## config.mk

```make
export PLATFORM = sky130hd
export DESIGN_NAME = snoop_coh_ctrl
export DESIGN_NICKNAME = d
export VERILOG_FILES = /design/src/rtl/snoop_coh_ctrl.sv
export SDC_FILE = /design/constraint.sdc
export NUM_CORES = 1
export LEC_CHECK = 0
export BUFFER_PORTS_ARGS = -buffer_cell sky130_fd_sc_hd__buf_2
export CAP_MARGIN = 10
export CORE_MARGIN = 8
export CORE_UTILIZATION = 58
export CTS_CLUSTER_DIAMETER = 50
export DETAILED_ROUTE_END_ITERATION = 7
export HOLD_SLACK_MARGIN = 0.02
export PLACE_DENSITY_LB_ADDON = 0.05
export SLEW_MARGIN = 20
export SYNTH_ARGS = -nofsm -noshare
export SYNTH_HDL_FRONTEND = slang
export SYNTH_SLANG_ARGS = --single-unit
export TNS_END_PERCENT = 10
```

## constraint.sdc

```tcl
create_clock -name clk -period 3.25 [get_ports clk]
set_input_delay 0.1625 -clock clk [delete_from_list [all_inputs] [get_ports clk]]
set_output_delay 0.1625 -clock clk [all_outputs]
set_load 0.1 [all_outputs]
```

## src/rtl/snoop_coh_ctrl.sv

```systemverilog
module snoop_coh_ctrl #(
  parameter int AW     = 8,
  parameter int NLINES = 4
) (
  input  logic          clk,
  input  logic          rst_n,
  input  logic          cpu_req,
  input  logic          cpu_we,
  input  logic [AW-1:0] cpu_addr,
  output logic          cpu_done,
  output logic          cpu_fill_c2c,
  output logic [1:0]    line_state,
  input  logic          snp_valid,
  input  logic [1:0]    snp_kind,
  input  logic [AW-1:0] snp_addr,
  input  logic          shared_in,
  output logic          bus_valid,
  output logic [1:0]    bus_cmd,
  output logic [AW-1:0] bus_addr,
  output logic          snp_supply,
  output logic          snp_wb
);
  localparam int IW = (NLINES > 1) ? $clog2(NLINES) : 1;
  localparam int TW = AW - IW;

  localparam logic [1:0] ST_I = 2'd0, ST_E = 2'd1, ST_S = 2'd2, ST_M = 2'd3;
  localparam logic [1:0] BC_RD = 2'd0, BC_RFO = 2'd1, BC_INV = 2'd2, BC_WB = 2'd3;
  localparam logic [1:0] SK_RD = 2'd0, SK_WM = 2'd1, SK_INV = 2'd2;
  localparam logic [1:0] PH_IDLE = 2'd0, PH_FILL = 2'd1, PH_WAIT = 2'd2, PH_SAMP = 2'd3;

  logic [1:0]    st_q  [NLINES];
  logic [TW-1:0] tag_q [NLINES];
  logic [1:0]    ph_q;
  logic          pend_we_q;
  logic [AW-1:0] pend_addr_q;

  wire [IW-1:0] cidx = cpu_addr[IW-1:0];
  wire [TW-1:0] ctag = cpu_addr[AW-1:IW];
  wire [IW-1:0] sidx = snp_addr[IW-1:0];
  wire [TW-1:0] stag = snp_addr[AW-1:IW];
  wire [IW-1:0] pidx = pend_addr_q[IW-1:0];

  wire chit    = (st_q[cidx] != ST_I) && (tag_q[cidx] == ctag);
  wire shit    = (st_q[sidx] != ST_I) && (tag_q[sidx] == stag);
  wire snp_act = snp_valid && (snp_kind != 2'd3) && shit;
  wire accept  = (ph_q == PH_IDLE) && cpu_req && !cpu_done &&
                 !(snp_valid && (sidx == cidx));

  assign line_state = chit ? st_q[cidx] : ST_I;

  always_ff @(posedge clk) begin
    if (!rst_n) begin
      for (int i = 0; i < NLINES; i++) begin
        st_q[i]  <= ST_I;
        tag_q[i] <= '0;
      end
      ph_q         <= PH_IDLE;
      pend_we_q    <= 1'b0;
      pend_addr_q  <= '0;
      cpu_done     <= 1'b0;
      cpu_fill_c2c <= 1'b0;
      bus_valid    <= 1'b0;
      bus_cmd      <= BC_RD;
      bus_addr     <= '0;
      snp_supply   <= 1'b0;
      snp_wb       <= 1'b0;
    end else begin
      cpu_done     <= 1'b0;
      cpu_fill_c2c <= 1'b0;
      bus_valid    <= 1'b0;
      snp_supply   <= 1'b0;
      snp_wb       <= 1'b0;

      if (snp_act) begin
        case (snp_kind)
          SK_RD: begin
            snp_supply <= 1'b1;
            snp_wb     <= (st_q[sidx] == ST_M);
            st_q[sidx] <= ST_S;
          end
          SK_WM: begin
            snp_supply <= 1'b1;
            snp_wb     <= (st_q[sidx] == ST_M);
            st_q[sidx] <= ST_I;
          end
          SK_INV: st_q[sidx] <= ST_I;
          default: ;
        endcase
      end

      case (ph_q)
        PH_IDLE: if (accept) begin
          if (chit) begin
            cpu_done <= 1'b1;
            if (cpu_we) begin
              if (st_q[cidx] == ST_S) begin
                bus_valid <= 1'b1;
                bus_cmd   <= BC_INV;
                bus_addr  <= cpu_addr;
              end
              st_q[cidx] <= ST_M;
            end
          end else begin
            pend_we_q   <= cpu_we;
            pend_addr_q <= cpu_addr;
            st_q[cidx]  <= ST_I;
            bus_valid   <= 1'b1;
            if (st_q[cidx] == ST_M) begin
              bus_cmd  <= BC_WB;
              bus_addr <= {tag_q[cidx], cidx};
              ph_q     <= PH_FILL;
            end else begin
              bus_cmd  <= cpu_we ? BC_RFO : BC_RD;
              bus_addr <= cpu_addr;
              ph_q     <= PH_WAIT;
            end
          end
        end
        PH_FILL: begin
          bus_valid <= 1'b1;
          bus_cmd   <= pend_we_q ? BC_RFO : BC_RD;
          bus_addr  <= pend_addr_q;
          ph_q      <= PH_WAIT;
        end
        PH_WAIT: ph_q <= PH_SAMP;
        default: begin
          st_q[pidx]   <= pend_we_q ? ST_M : (shared_in ? ST_S : ST_E);
          tag_q[pidx]  <= pend_addr_q[AW-1:IW];
          cpu_done     <= 1'b1;
          cpu_fill_c2c <= shared_in;
          ph_q         <= PH_IDLE;
        end
      endcase
    end
  end


  wb_needs_supply_chk: assert property (@(posedge clk) disable iff (!rst_n)
    snp_wb |-> snp_supply);


  inval_with_done_chk: assert property (@(posedge clk) disable iff (!rst_n)
    (bus_valid && bus_cmd == BC_INV) |-> cpu_done);


  fill_gap_chk: assert property (@(posedge clk) disable iff (!rst_n)
    (bus_valid && (bus_cmd == BC_RD || bus_cmd == BC_RFO)) |=> (!bus_valid && !cpu_done));


  wb_then_fill_chk: assert property (@(posedge clk) disable iff (!rst_n)
    (bus_valid && bus_cmd == BC_WB) |=> (bus_valid && (bus_cmd == BC_RD || bus_cmd == BC_RFO)));


  done_pulse_chk: assert property (@(posedge clk) disable iff (!rst_n)
    cpu_done |=> !cpu_done);
endmodule

```

==> flow_summary.yaml, run 1 <==
run_status:
  status: "complete, no violations"
pwr:
  p_total_mw: 2.68
  p_leak_nw: 1.57
  ir_drop_v: 0.000556
  p_per_area_mw_per_mm2: 704
critical_path:
  crit_path_end_kind: "flip-flop"
  crit_fanout: 14
  worst-setup-path-type: "reg -> reg"
  critical_path.cell_chain: "mux4_2 > xnor2_1 > nand4_2 > o31a_1 > or2_1 > o211a_1"
  crit_path_top_delay_cell: "o31a_1"
  required_ps: 3480
  critPathBufInv: 0
  path_delay_family: "compound AO/OA/AOI/OAI gates"
  start_kind: "flip-flop"
  cp.arrival_ps: 2940
  slowest_delay_ps: 530
logic_synthesis:
  ys_ff_latch: 58
  netlist.area_leader.share_pct: 28.7
  postSynth.asyncResetShare_pct: 0
  synth_edf_count: 32
  synth_common_cells: "32 x edfxtp_1, 26 x dfxtp_1, 20 x nand2_1"
  syn_area_mm2: 0.00335
  syn_nets: 323
  avgSynthCellArea_um2: 11.3
  synthCells: 296
  netlist_top_cells_area: "edfxtp_1 29%, dfxtp_1 16%, mux4_2 11%"
  synth_cell_types: 54
  synth_top_cell_by_area: "edfxtp_1"
  ys.flop_type: "edfxtp_1"
  synth.most_common_cell: "edfxtp_1"
  yosysWarnings: 0
  seq_area_frac_synth_pct: 44.2
placed_design:
  placed_area_mm2: 0.00358
  io_buffers: 40
  hpwlAfterDp_um: 5940
  place_ws_ps: 349
  routabilityCongestion: 0.888
clocking:
  htreeDepth: 3
  numCtsBuffers: 9
  cts_tree: "yes"
  post_cts_buffers: 0
  cts.path.max_buffers: 2
  clk_pin_slew_ps: 70
  ctsResizeCount: 0
  clock_sinks: 58
  clk_latency_ps: 340
  cts_hold_buffers: 0
  clock-root-buffer: "clkbuf_8"
timing:
  maxSlewHeadroom_pct: 58.8
  finalCritPeriodShare_pct: 83.3
  fmax_mhz: 369
  setup_tns_ps: 0
  setup_viol: 0
  timing.hold.ws_ps: 78.9
  fin_crit_ps: 2710
  setup_ws_ps: 542
  tightest_slew_ps: 617
  finalHoldViolCount: 0
  report.final.slew_viol_count: 0
  finalClockSkew_ps: 14.3
  rsz0062_at_grt: "false"
die:
  die_y_um: 92.0
  die_area_mm2: 0.00846
  rows: 27
  start_util_pct: 60.5
  design.core.area_mm2: 0.00554
  num_io_pins: 41
  die_x_um: 92.0
job:
  max_cap_violations: 0
finish:
  multi_input_area_mm2: 0.00177
  antenna_cells: 0
  drive_gt1_share_pct: 27.0
  fin_area_mm2: 0.00380
  nets: 359
  syn2layout_area_growth_pct: 13.4
  nFillCells: 437
  seq_area_mm2: 0.00148
worst_hold_path:
  hp-class: "in -> reg"
detailed_routing:
  vias_per_cell: 6.26
  drt-initial-drc-count: 224
  ant_nets: 0
  vias: 2560
  wire_per_inst_um: 20.2
  drc_errors: 0
  dr.pass1.iters: 4
  wirelength_um: 8270
global_routing:
  track_usage_pct: 20.2
  grt_pass1_vias: 2541
  grt_max_degree: 49
  grt_remaining_overflow: 0
  antenna_found_initial: 0
  grt_pass1_wl_um: 13300
-- where the power goes --
| part | total (mW) | switching (mW) | leakage (nW) | internal (mW) |
|---|---|---|---|---|
| Clock | 0.738 | 0.304 | 0.107 | 0.434 |
| Sequential | 0.962 | 0.0832 | 0.544 | 0.879 |
| Combinational | 0.976 | 0.696 | 0.922 | 0.281 |
-- registers in the layout, indices dropped and copies added (netlist names) --
name and cells:
snp_wb 1, cpu_done 1, cpu_fill_c2c 1, tag_q 24
bus_valid 1, st_q 8, snp_supply 1, ph_q 2
pend_addr_q 8, bus_addr 8, pend_we_q 1, bus_cmd 2
-- per-layer routing --
metal | global-route usage (%) | share of wire (%)
met5 | 0 | 0
met3 | 5.22 | 7.0
met4 | 9.66 | 2.1
met2 | 31.2 | 50
met1 | 25.7 | 41
-- final cells by class --
| cell class | count | area share, % |
|---|---|---|
| multi-input cells | 216 | 46.5 |
| flip-flops and latches | 58 | 39.0 |
| repair buffers | 45 | 6.26 |
| clock buffers | 10 | 3.36 |
| clock inverters | 6 | 2.37 |
| well taps | 72 | 2.37 |
| inverters | 2 | 0.198 |
-- cells in the final DEF, fill, tap and decap left out, drive strengths merged, types with 4 or more instances in the layout --
cell type and n:
a21oi 7, and2 13, and3 17, buf 45, clkbuf 10, dfxtp 26
edfxtp 32, mux2 4, mux2i 15, mux4 16, nand2 20, nand2b 7
nand3b 5, nor2 8, nor2b 15, nor3 7, o2111ai 5, o21ai 14
o221ai 4, o31ai 5, xnor2 11
-- kinds of logic (layout without fill, tap and decap cells) --
kind of cell / after synthesis / in the layout / share of synthesized area, %
AO/OA/AOI/OAI: 56 / 56 / 12.2
XOR/XNOR: 14 / 14 / 4.33
adder cells (fa/ha/maj): 3 / 3 / 1.12
buffers and inverters: 22 / 63 / 3.10
flip-flops: 58 / 58 / 44.2
multiplexers: 35 / 35 / 16.6
AND/OR/NAND/NOR: 108 / 108 / 18.5
-- final timing paths --
path | slack [ps] | end | startpoint | cells after the start
setup / recovery | 540 | bus_addr[0]$_SDFFE_PN0P_ | tag_q[3][4]$_DFFE_PP_ | 6
hold / removal | 80 | snp_supply$_SDFF_PN0_ | snp_kind[1] | 2
setup reg to reg | 540 | bus_addr[0]$_SDFFE_PN0P_ | tag_q[3][4]$_DFFE_PP_ | 6
hold reg to reg | 510 | bus_addr[0]$_SDFFE_PN0P_ | bus_addr[0]$_SDFFE_PN0P_ | 1
-- stage by stage --
stage | utilization [%] | instances
2_1_floorplan | - | 296
3_3_place_gp | 64.7 | 393
3_5_place_dp | 64.7 | 393
4_1_cts | 68.6 | 409
5_1_grt | 68.6 | 409
6_report | 68.6 | 409
No activity file was read; power rests on OpenSTA's default activity.
==> run 2, diff against run 1 <==
clock period = 2.8 ns   (was 3.25 ns; I/O delays follow)
==> run 2 against run 1 <==
Against the previous run: hold slack got worse by 29 ps; power increased by 14%; clock-buffer cell count increased by 4; via count increased by 0.90%; sequential power increased by 16%; sequential share of layout area decreased by 0.44 points; critical path type is now reg -> out; highest routed layer unchanged.
==> flow_summary.yaml, run 2 (synthesis results as in run 1) <==
global_routing:
  track_usage_pct: 20.8
  grt_pass1_vias: 2619
  grt_remaining_overflow: 0
  grt_max_degree: 48
  grt_pass1_wl_um: 13800
  antenna_found_initial: 0
placed_design:
  routabilityCongestion: 0.873
  io_buffers: 40
  hpwlAfterDp_um: 6030
  place_ws_ps: 46.8
finish:
  syn2layout_area_growth_pct: 14.7
  largest_reg_flops: 24
  final_cell_mix: "40 x buf_2, 32 x edfxtp_1, 26 x dfxtp_1, 20 x nand2_1, 17 x and3_1"
  drive_gt1_share_pct: 28.6
  post-route-util_pct: 69.4
  nFillCells: 434
  largest-register: "tag_q"
  final_common_cell: "buf_2"
  nets: 368
  antenna_cells: 0
clocking:
  clk_pin_slew_ps: 70
  clock-root-buffer: "clkbuf_8"
  ctsResizeCount: 0
  clock_sinks: 58
  cts_hold_buffers: 0
  cts.path.max_buffers: 2
  htreeDepth: 3
  clk_latency_ps: 350
  cts_tree: "yes"
  numCtsBuffers: 9
  post_cts_buffers: 0
timing:
  timing.hold.ws_ps: 49.6
  setup_tns_ps: 0
  report.final.slew_viol_count: 0
  setup_viol: 0
  fin_crit_ps: 2610
  fmax_mhz: 384
  setup_ws_ps: 195
  rsz0062_at_grt: "false"
  tightest_slew_ps: 605
  finalClockSkew_ps: 12.6
  finalCritPeriodShare_pct: 93.0
  finalHoldViolCount: 0
  maxSlewHeadroom_pct: 59.6
run_status:
  status: "complete, no violations"
pwr:
  p_total_mw: 3.05
  ir_drop_v: 0.000731
  p_leak_nw: 1.61
  p_per_area_mw_per_mm2: 793
die:
  num_io_pins: 41
  die_y_um: 92.0
  die_area_mm2: 0.00846
  die_x_um: 92.0
  rows: 27
  start_util_pct: 60.5
  design.core.area_mm2: 0.00554
detailed_routing:
  wire_per_inst_um: 20.1
  drt-initial-drc-count: 197
  dr.pass1.iters: 5
  vias: 2583
  ant_nets: 0
  drc_errors: 0
  wirelength_um: 8400
  vias_per_cell: 6.18
critical_path:
  required_ps: 2660
  start_kind: "flip-flop"
  crit_path_end_kind: "output port"
  crit_fanout: 5
  worst-setup-path-type: "reg -> out"
  cp.arrival_ps: 2470
job:
  max_cap_violations: 0
worst_hold_path:
  hp-class: "in -> reg"
[run 2: critical path, cell delays in order, from the launching register on]
cell	delay, ps
edfxtp_1	430
mux4_2	510
xnor2_1	240
and4_1	310
and3_1	200
buf_2	430
[run 2: layout make-up]
| cell class | count | area, µm² | area share (%) |
|---|---|---|---|
| multi-input combinational | 216 | 1770 | 45.9 |
| timing repair buffer | 54 | 305 | 7.94 |
| clock inverter | 2 | 10.0 | 0.260 |
| inverter | 2 | 7.51 | 0.195 |
| clock buffer | 14 | 184 | 4.79 |
| tap | 72 | 90.1 | 2.34 |
| sequential | 58 | 1480 | 38.5 |
[run 2: path summary, 6_finish.rpt]
path / slack, ps / endpoint / from / cells past startpoint
hold / removal: 50 / snp_supply$_SDFF_PN0_ / snp_kind[1] / 2
setup reg to reg: 210 / st_q[0][0]$_SDFFCE_PN0P_ / tag_q[2][5]$_SDFFCE_PN0P_ / 7
hold reg to reg: 510 / bus_addr[1]$_SDFFE_PN0P_ / bus_addr[1]$_SDFFE_PN0P_ / 1
setup / recovery: 190 / line_state[0] / tag_q[2][5]$_SDFFCE_PN0P_ / 5
[run 2: where the power goes]
group	switching [mW]	leakage, nW	internal, mW	total [mW]
registers	0.0964	0.544	1.02	1.12
clock network	0.331	0.102	0.421	0.753
logic	0.824	0.965	0.355	1.18
total	1.25	1.61	1.80	3.05
[run 2: metrics by stage]
step / cells / cell area, µm²
after global routing: 418 / 3840
after CTS: 418 / 3840
after global placement: 402 / 3650
final: 418 / 3840
after floorplan: 296 / 3350
after detailed placement: 402 / 3650
[run 2: metal layers]
metal	part of all wire (%)	up-vias	global-route usage, %
li1	-	1217	-
met1	41	1239	25.6
met2	49	109	33.4
met3	7.3	18	4.81
met4	2.9	0	11.0
met5	0	-	0
